==> config.mk <==
export PLATFORM = sky130hd
export DESIGN_NAME = gather_ff_seq
export DESIGN_NICKNAME = d
export VERILOG_FILES = /design/src/rtl/gff_pkg.sv /design/src/rtl/gff_addr_gen.sv /design/src/rtl/gff_lane_store.sv /design/src/rtl/gff_ffr_unit.sv /design/src/rtl/gather_ff_seq.sv
export SDC_FILE = /design/constraint.sdc
export NUM_CORES = 1
export LEC_CHECK = 0
export BUFFER_PORTS_ARGS = -buffer_cell sky130_fd_sc_hd__buf_2
export CAP_MARGIN = 5
export CORE_ASPECT_RATIO = 1.5
export CORE_MARGIN = 1.5
export CORE_UTILIZATION = 56
export CTS_CLUSTER_DIAMETER = 30
export DETAILED_ROUTE_END_ITERATION = 7
export GPL_TIMING_DRIVEN = 0
export PLACE_DENSITY_LB_ADDON = 0.25
export SLEW_MARGIN = 20
export SYNTH_ARGS = -nofsm -noshare
export SYNTH_HDL_FRONTEND = slang
export SYNTH_SLANG_ARGS = --single-unit
export TNS_END_PERCENT = 20
==> constraint.sdc <==
create_clock -name clk_i -period 4.7 [get_ports clk_i]
set_input_delay 0.235 -clock clk_i [delete_from_list [all_inputs] [get_ports clk_i]]
set_output_delay 0.235 -clock clk_i [all_outputs]
set_load 0.01 [all_outputs]
==> src/rtl/gff_pkg.sv <==
package gff_pkg;
  typedef enum logic [1:0] {ST_IDLE, ST_SCAN, ST_MEM, ST_FIN} gff_state_e;

  typedef struct packed {
    logic elem64;
    logic idx64;
    logic sext;
    logic scaled;
  } gff_mode_t;
endpackage

==> src/rtl/gff_addr_gen.sv <==
module gff_addr_gen
  import gff_pkg::*;
#(
  parameter int VLEN = 128,
  localparam int N32 = VLEN / 32,
  localparam int N64 = VLEN / 64,
  localparam int LW  = $clog2(N32),
  localparam int PW  = VLEN / 8
) (
  input  gff_mode_t        mode_i,
  input  logic [LW-1:0]    lane_i,
  input  logic [PW-1:0]    pred_i,
  input  logic [VLEN-1:0]  idx_i,
  input  logic [63:0]      base_i,
  output logic             active_o,
  output logic             last_o,
  output logic [63:0]      addr_o
);
  logic [31:0]    w32 [N32];
  logic [63:0]    w64 [N64];
  logic [N32-1:0] act32;
  logic [N64-1:0] act64;
  logic [LW-2:0]  l64;

  for (genvar i = 0; i < N32; i++) begin : g_s32
    assign w32[i]   = idx_i[32*i +: 32];
    assign act32[i] = pred_i[4*i];
  end
  for (genvar i = 0; i < N64; i++) begin : g_s64
    assign w64[i]   = idx_i[64*i +: 64];
    assign act64[i] = pred_i[8*i];
  end

  assign l64 = lane_i[LW-2:0];

  logic [31:0] low32;
  logic [63:0] off;

  always_comb begin
    low32 = mode_i.elem64 ? w64[l64][31:0] : w32[lane_i];
    if (mode_i.elem64 && mode_i.idx64) off = w64[l64];
    else if (mode_i.sext)              off = {{32{low32[31]}}, low32};
    else                               off = {32'b0, low32};
    addr_o   = base_i + (mode_i.scaled ? {off[61:0], 2'b00} : off);
    active_o = mode_i.elem64 ? act64[l64] : act32[lane_i];
    last_o   = mode_i.elem64 ? (lane_i == LW'(N64 - 1)) : (lane_i == LW'(N32 - 1));
  end
endmodule

==> src/rtl/gff_lane_store.sv <==
module gff_lane_store #(
  parameter int VLEN = 128,
  localparam int N32 = VLEN / 32,
  localparam int LW  = $clog2(N32)
) (
  input  logic            clk_i,
  input  logic            rst_ni,
  input  logic            clr_i,
  input  logic            wr_i,
  input  logic [LW-1:0]   lane_i,
  input  logic            elem64_i,
  input  logic [31:0]     word_i,
  output logic [VLEN-1:0] vec_o
);
  for (genvar i = 0; i < N32; i++) begin : g_slot
    logic        hit;
    logic [31:0] wval;
    logic [31:0] slot_q;
    // 64-bit lanes own two slots; the upper one takes the zero extension
    assign hit  = elem64_i ? (lane_i == LW'(i / 2)) : (lane_i == LW'(i));
    assign wval = (elem64_i && (i % 2 == 1)) ? 32'b0 : word_i;

    always_ff @(posedge clk_i or negedge rst_ni) begin
      if (!rst_ni)          slot_q <= '0;
      else if (clr_i)       slot_q <= '0;
      else if (wr_i && hit) slot_q <= wval;
    end
    assign vec_o[32*i +: 32] = slot_q;
  end
endmodule

==> src/rtl/gff_ffr_unit.sv <==
module gff_ffr_unit #(
  parameter int VLEN = 128,
  localparam int N32 = VLEN / 32,
  localparam int N64 = VLEN / 64,
  localparam int LW  = $clog2(N32),
  localparam int PW  = VLEN / 8
) (
  input  logic          clk_i,
  input  logic          rst_ni,
  input  logic          set_i,
  input  logic          clr_i,
  input  logic [LW-1:0] lane_i,
  input  logic          elem64_i,
  output logic [PW-1:0] ffr_o,
  output logic          lane_bit_o
);
  logic [PW-1:0]  ffr_q;
  logic [PW-1:0]  kill;
  logic [N32-1:0] lb32;
  logic [N64-1:0] lb64;

  for (genvar b = 0; b < PW; b++) begin : g_kill
    assign kill[b] = elem64_i ? (LW'(b / 8) >= lane_i) : (LW'(b / 4) >= lane_i);
  end
  for (genvar i = 0; i < N32; i++) begin : g_lb32
    assign lb32[i] = ffr_q[4*i];
  end
  for (genvar i = 0; i < N64; i++) begin : g_lb64
    assign lb64[i] = ffr_q[8*i];
  end

  always_ff @(posedge clk_i or negedge rst_ni) begin
    if (!rst_ni)    ffr_q <= '1;
    else if (set_i) ffr_q <= '1;
    else if (clr_i) ffr_q <= ffr_q & ~kill;
  end

  assign lane_bit_o = elem64_i ? lb64[lane_i[LW-2:0]] : lb32[lane_i];
  assign ffr_o      = ffr_q;

  AST_FFR_NO_RISE: assert property (@(posedge clk_i) disable iff (!rst_ni)
    !set_i |=> ((ffr_q & ~$past(ffr_q)) == '0));
endmodule

==> src/rtl/gather_ff_seq.sv <==
module gather_ff_seq
  import gff_pkg::*;
#(
  parameter int VLEN = 128,
  localparam int N32 = VLEN / 32,
  localparam int N64 = VLEN / 64,
  localparam int LW  = $clog2(N32),
  localparam int PW  = VLEN / 8
) (
  input  logic            clk_i,
  input  logic            rst_ni,
  input  logic            start_i,
  input  logic            elem64_i,
  input  logic            idx64_i,
  input  logic            sext_i,
  input  logic            scaled_i,
  input  logic [PW-1:0]   pred_i,
  input  logic [63:0]     base_i,
  input  logic [VLEN-1:0] index_i,
  input  logic            ffr_set_i,
  output logic            busy_o,
  output logic            done_o,
  output logic            trap_o,
  output logic [VLEN-1:0] dest_o,
  output logic [PW-1:0]   ffr_o,
  output logic            req_o,
  output logic            req_first_o,
  output logic [63:0]     req_addr_o,
  input  logic            rsp_valid_i,
  input  logic            rsp_fault_i,
  input  logic [31:0]     rsp_data_i
);
  gff_state_e      state_q;
  gff_mode_t       mode_q;
  logic [PW-1:0]   pred_q;
  logic [63:0]     base_q;
  logic [VLEN-1:0] idx_q;
  logic [LW-1:0]   lane_q;
  logic            first_q, faulted_q, unknown_q;
  logic [VLEN-1:0] dest_q;
  logic            done_q, trap_q;
  logic            past_ok_q;

  logic            lane_act, lane_last, lane_bit;
  logic [63:0]     lane_addr;
  logic [VLEN-1:0] work_vec;

  // any active lane among the incoming predicate
  logic [N32-1:0] in32;
  logic [N64-1:0] in64;
  logic           any_act;
  for (genvar i = 0; i < N32; i++) begin : g_in32
    assign in32[i] = pred_i[4*i];
  end
  for (genvar i = 0; i < N64; i++) begin : g_in64
    assign in64[i] = pred_i[8*i];
  end
  assign any_act = elem64_i ? |in64 : |in32;

  logic accept, rsp_hit, first_trap, step, lane_flt, lane_unk;
  logic [31:0] lane_word;

  assign accept     = (state_q == ST_IDLE) && start_i && any_act;
  assign rsp_hit    = (state_q == ST_MEM) && rsp_valid_i;
  assign first_trap = rsp_hit && first_q && rsp_fault_i;
  assign step       = ((state_q == ST_SCAN) && !lane_act) || (rsp_hit && !first_trap);
  assign lane_flt   = faulted_q || (rsp_hit && rsp_fault_i && !first_q);
  assign lane_unk   = unknown_q || lane_flt || !lane_bit;
  assign lane_word  = (rsp_hit && !lane_unk) ? rsp_data_i : 32'b0;

  gff_addr_gen #(.VLEN(VLEN)) u_addr (
    .mode_i  (mode_q),
    .lane_i  (lane_q),
    .pred_i  (pred_q),
    .idx_i   (idx_q),
    .base_i  (base_q),
    .active_o(lane_act),
    .last_o  (lane_last),
    .addr_o  (lane_addr)
  );

  gff_lane_store #(.VLEN(VLEN)) u_store (
    .clk_i   (clk_i),
    .rst_ni  (rst_ni),
    .clr_i   (accept),
    .wr_i    (step),
    .lane_i  (lane_q),
    .elem64_i(mode_q.elem64),
    .word_i  (lane_word),
    .vec_o   (work_vec)
  );

  gff_ffr_unit #(.VLEN(VLEN)) u_ffr (
    .clk_i     (clk_i),
    .rst_ni    (rst_ni),
    .set_i     (ffr_set_i && (state_q == ST_IDLE)),
    .clr_i     (step && lane_flt),
    .lane_i    (lane_q),
    .elem64_i  (mode_q.elem64),
    .ffr_o     (ffr_o),
    .lane_bit_o(lane_bit)
  );

  always_ff @(posedge clk_i or negedge rst_ni) begin
    if (!rst_ni) begin
      state_q   <= ST_IDLE;
      mode_q    <= '0;
      pred_q    <= '0;
      base_q    <= '0;
      idx_q     <= '0;
      lane_q    <= '0;
      first_q   <= 1'b0;
      faulted_q <= 1'b0;
      unknown_q <= 1'b0;
      dest_q    <= '0;
      done_q    <= 1'b0;
      trap_q    <= 1'b0;
    end else begin
      done_q <= 1'b0;
      trap_q <= 1'b0;
      unique case (state_q)
        ST_IDLE: begin
          if (accept) begin
            mode_q    <= '{elem64: elem64_i, idx64: idx64_i, sext: sext_i, scaled: scaled_i};
            pred_q    <= pred_i;
            base_q    <= base_i;
            idx_q     <= index_i;
            lane_q    <= '0;
            first_q   <= 1'b1;
            faulted_q <= 1'b0;
            unknown_q <= 1'b0;
            state_q   <= ST_SCAN;
          end else if (start_i) begin
            dest_q <= '0;
            done_q <= 1'b1;
          end
        end
        ST_SCAN, ST_MEM: begin
          if (first_trap) begin
            trap_q  <= 1'b1;
            done_q  <= 1'b1;
            state_q <= ST_IDLE;
          end else if (state_q == ST_SCAN && lane_act) begin
            state_q <= ST_MEM;
          end else if (step) begin
            if (rsp_hit) first_q <= 1'b0;
            faulted_q <= lane_flt;
            unknown_q <= lane_unk;
            lane_q    <= lane_q + LW'(1);
            state_q   <= lane_last ? ST_FIN : ST_SCAN;
          end
        end
        ST_FIN: begin
          dest_q  <= work_vec;
          done_q  <= 1'b1;
          state_q <= ST_IDLE;
        end
        default: state_q <= ST_IDLE;
      endcase
    end
  end

  always_ff @(posedge clk_i or negedge rst_ni) begin
    if (!rst_ni) past_ok_q <= 1'b0;
    else         past_ok_q <= 1'b1;
  end

  assign busy_o      = state_q != ST_IDLE;
  assign done_o      = done_q;
  assign trap_o      = trap_q;
  assign dest_o      = dest_q;
  assign req_o       = state_q == ST_MEM;
  assign req_first_o = req_o && first_q;
  assign req_addr_o  = lane_addr;

  AST_REQ_ONLY_ACTIVE: assert property (@(posedge clk_i) disable iff (!rst_ni)
    req_o |-> lane_act);
  AST_TRAP_WITH_DONE: assert property (@(posedge clk_i) disable iff (!rst_ni)
    trap_o |-> done_o);
  AST_DEST_ONLY_AT_DONE: assert property (@(posedge clk_i) disable iff (!rst_ni)
    (past_ok_q && !$stable(dest_o)) |-> done_o);
  AST_LATE_FAULT_NO_TRAP: assert property (@(posedge clk_i) disable iff (!rst_ni)
    (req_o && !req_first_o && rsp_valid_i) |=> !trap_o);
  AST_REQ_HOLD: assert property (@(posedge clk_i) disable iff (!rst_ni)
    (req_o && !rsp_valid_i) |=> (req_o && $stable(req_addr_o)));
  AST_NO_REQ_IDLE: assert property (@(posedge clk_i) disable iff (!rst_ni)
    !busy_o |-> !req_o);
endmodule

==> impl_results.md <==
* Global-route wire length before repair at ~150000 µm
* Initial drt markers at 2573
* Synthesis-to-finish area growth at 38.84%
* Global route total overflow at 0
* CP Capture Type: output pin
* Leakage power at 17.28 nW
* Buf+Inv Stages, Crit Path at 4
* Critical setup path kind: reg -> out
* Htree depth at 3
* Largest family of logic cells by synthesized area: simple AND/OR/NAND/NOR gates
* Final Power at roughly 27 mW
* FF-to-FF Start: state_q[0]$_DFFE_PN0P_
* CP delay by family, top: compound AO/OA/AOI/OAI gates
* Post-synthesis sequential area ratio at approximately half
* Distinct cells, synth at 62
* R2r worst-path depth at 8
* Post-synth EDFFs at 0
* Pin count of the biggest net entering global routing at 100
* CTS root buffer: clkbuf_16
* Simple-Gate Fraction of Synth Area at 25.31%
* Slew @ Worst Pin at ~1.1 ns
* Mux share of post-synthesis cell area at a little under 4%
* Hold/Removal Path Class: in -> reg
* Setup ws final at -0.1801 ns
* Die Y at 261.1 µm
* Fmax at between 200 and 250 MHz
* Final Wtd Congestion at 0.9806
* Crit-path max FO at 9
* Total Nets Final at between 4000 and 5000
* Final period util at 103.8%
* Chip width at between 150 and 200 µm
* Fraction of synthesized cell area in xor and xnor cells at a little over 2%
* Setup tns final at -0.8676 ns
* Multi-input logic area at 13270 µm²
* Initial antenna violation count at 2
* Final Max Slew Viols at 0
* Drt drc at 0
* Skew final at approximately 0.023 ns
* Initial Utilization at a little under three fifths
* Final worst path period need at just under 5 ns
* Syn Inst Count at ~3000
* Register bit total from synthesis at slightly below 500
* RSZ-0062 raised after global routing: true
* Violated checks: setup timing
* # IOs at 463
* PortBufs at 450
* WP data arrival at roughly 4.7 ns
* Synth Area in Compound Gates at 12.83%
* Antenna-violating nets left at 0
* Drt pass-1 iters at 8
* Required time of the critical path at 4.47 ns
* CTS tree: done
* Hold wc startpoint: rsp_data_i[30]
* Routed vias/inst at approximately 6
* Placed wire-length estimate at ~68000 µm
* Syn Nets at roughly 3300
* Cell Pwr Density at ~790 nW/µm²
* Hold Crit Depth at 3
* Worst hold slack at about 0.0080 ns
* YS warnings at 0
* Share of cells above drive strength 1 at a little under a quarter
* Via count at ~26000
* Reg2reg end: base_q[57]$_DFFE_PN0P_
* # setup viols final at 16
* Total Routing Usage GR at 42.43%
* Clock latency on the worst-skew pair at between 0.6 and 0.7 ns
* Row count at 94
* Max transition margin at between 20% and 30%
* Wirelength per Cell at 22.46 µm
* Wirelength, routed at 98490 µm
* Max incr delay on CP at about 0.38 ns
* Post-Syn Area per Cell at 8.305 µm²
* Finished Cell Area at 34520 µm²
* Number of global-route vias before repair at between 20000 and 30000
* Status: complete, but fails checks
* Peak VDD IR at approximately 0.00040 V
* Number of buffers created by CTS at 75
* Worst setup SP type: flip-flop
* # clock sinks at approximately 480
* Register area at 12060 µm²
* Slowest cell on the critical path: dfrtp_2
* Max_cap viols at 0
* Reg clk slew, reported paths at approximately 0.070 ns
* Ys flop type: dfrtp_1
* Fill cell count at between 2000 and 3000
* Reg2reg setup slack at between 1 and 1.5 ns
* Placement Cell Area at 27990 µm²
* Clk buf depth at 3
* Crit-path cells: buf_12, bufbuf_16, mux2i_2, nand2_1, o211ai_1, o21ai_1, nor2_1, nor2_1, ha_1, nand3_1, nor4_4, o21ai_1, a21oi_2, o21ai_2, buf_6, o21ai_4, a21oi_1, o311a_1, buf_2
* Post-Synth Adder-Cell Area at 3.754%
* Synth Cell Area at ~25000 µm²
* DIE AREA at about 46000 µm²
* Core footprint at between 40000 and 50000 µm²
* Post-synth ARST share at 100.0%
* Final hold violation count at 0
* WHS Endpoint: u_store.g_slot[1].slot_q[30]$_DFFE_PN0P_
[power breakdown]
part           leakage (nW)  internal, mW  total, mW  switching, mW
Sequential             6.37          5.10       6.01          0.905
Combinational          9.65          5.99       15.6           9.63
Clock                  1.27          3.52       5.76           2.24
Total                  17.3          14.6       27.4           12.8
[registers in the layout (all words and copies together) (netlist names), 2 cells and up]
signal                 flops
base_q                    64
dest_o                   128
idx_q                    128
lane_q                     2
mode_q                     4
pred_q                     4
state_q                    2
u_ffr.ffr_o               16
u_store.g_slot.slot_q    128
[synthesized netlist by cell type, types with 2 or more instances]
cell type     n  area (µm²)
o22ai_1       2       12.51
o41ai_1       2       17.52
or2_2         2       12.51
buf_2         7       35.03
o221ai_1      2       17.52
xnor2_1      36       315.3
a211o_1       3       26.28
nand2b_1      8       50.05
or3_1         5       31.28
nand3_1     209        1046
and3_1       31       193.9
o311a_1       2       20.02
o21a_1        6       45.04
nor2b_1      11       68.82
mux2i_1      93       930.9
inv_1        31       116.4
a32o_1        2       20.02
o21bai_1     15       112.6
a21oi_1      99       495.5
o211ai_1     37       277.8
nor2_1      149       559.3
a2111oi_0     3       26.28
nand2_1    1063        3990
buf_4         3       22.52
dfrtp_1     465       11640
nor3_1       16       80.08
a221oi_1      7       61.31
dfstp_2      16       420.4
a21o_1       45       337.8
a311oi_1     24       210.2
o21ai_0     147       735.7
a21boi_0      3       22.52
nand4_1      21       131.4
clkbuf_1    170       638.1
nor4_1        3       18.77
a31oi_1       6       37.54
xor2_1       23       201.4
and2_1       12       75.07
a211oi_1     20       150.1
o21ai_1      73       365.4
o31ai_1       9       67.56
mux4_2        2       45.04
ha_1         73       913.4
buf_1        20       75.07
[worst max path at each step]
stage	from	end	slack, ns	cells after the start
finish	lane_q[1]$_DFFE_PN0P_	req_addr_o[57]	-0.18	19
detailed placement	lane_q[0]$_DFFE_PN0P_	req_addr_o[62]	-1.22	17
floorplan	lane_q[0]$_DFFE_PN0P_	req_addr_o[62]	0.40	16
global placement	rst_ni	base_q[15]$_DFFE_PN0P_	-5.90	1
CTS	lane_q[1]$_DFFE_PN0P_	req_addr_o[62]	-0.06	18
global route	lane_q[1]$_DFFE_PN0P_	req_addr_o[63]	-0.27	19
[layer usage]
metal / wire length, µm / track usage [%] / up-vias
met3: 8346 / 8.929 / 489
li1: - / - / 11628
met2: 47270 / 72.02 / 1627
met4: 8628 / 31.93 / 2
met5: 12 / 0 / -
met1: 34230 / 47.01 / 12614
[metrics by stage]
stage	cells	setup WS [ns]	util (%)
global route	4386	-0.2654	78.70
detailed placement	4025	-1.218	63.80
finish	4386	-0.1801	78.70
floorplan	2994	0.3966	-
global placement	4020	-5.900	63.46
CTS	4378	-0.06056	77.44
[cell type report]
type	instances	area share, %
antenna	1	0.007248
buffer	179	2.700
clock buffer	87	5.889
clock inverter	51	1.718
inverter	31	0.3370
multi-input combinational	2282	38.43
sequential	481	34.93
tap	576	2.087
timing repair buffer	698	13.90
[placed cells by master, fill, tap and decap left out, types with 12 or more instances in the layout]
master	instances
dfrtp_1	463
clkbuf_1	127
ha_1	32
xnor2_1	36
nor2_1	138
a21oi_2	25
and3_1	31
a311oi_2	15
ha_2	23
clkbuf_8	16
nand2_1	1055
nand3_1	209
nand4_1	21
a21o_1	45
inv_1	31
buf_4	29
a21oi_1	71
ha_4	18
clkbuf_2	12
o21ai_0	108
xor2_1	23
o21bai_1	13
buf_1	12
clkbuf_16	76
o211ai_1	37
dfstp_2	16
mux2i_1	61
dlygate4sd3_1	218
buf_2	452
mux2i_4	25
o21ai_1	98
[logic make-up (layout without fill, tap and decap cells)]
logic type	after synthesis	after routing
adder cells (fa/ha/maj)	74	74
AO/OA/AOI/OAI	520	520
other	0	1
AND/OR/NAND/NOR	1533	1533
buffers and inverters	231	1046
XOR/XNOR	59	59
multiplexers	96	96
flip-flops	481	481
[worst reg2reg max path: cells and delay by family, from the launching register on]
| kind | cells | cell delay (ns) |
|---|---|---|
| adders and majority gates | 1 | 0.31 |
| buffers and inverters | 4 | 2.34 |
| DFF | 1 | 0.38 |
| and+or+nand+nor | 3 | 0.50 |
[what timing repair did]
action,4_1_cts,5_1_grt
buffers inserted,15,9
endpoints found under the setup margin,60,42
pin swaps,32,29
endpoints found under the hold margin,532,0
cloned,1,0
resized for setup,278,119
hold buffers,218,0
(Power assumes the default switching activity.)
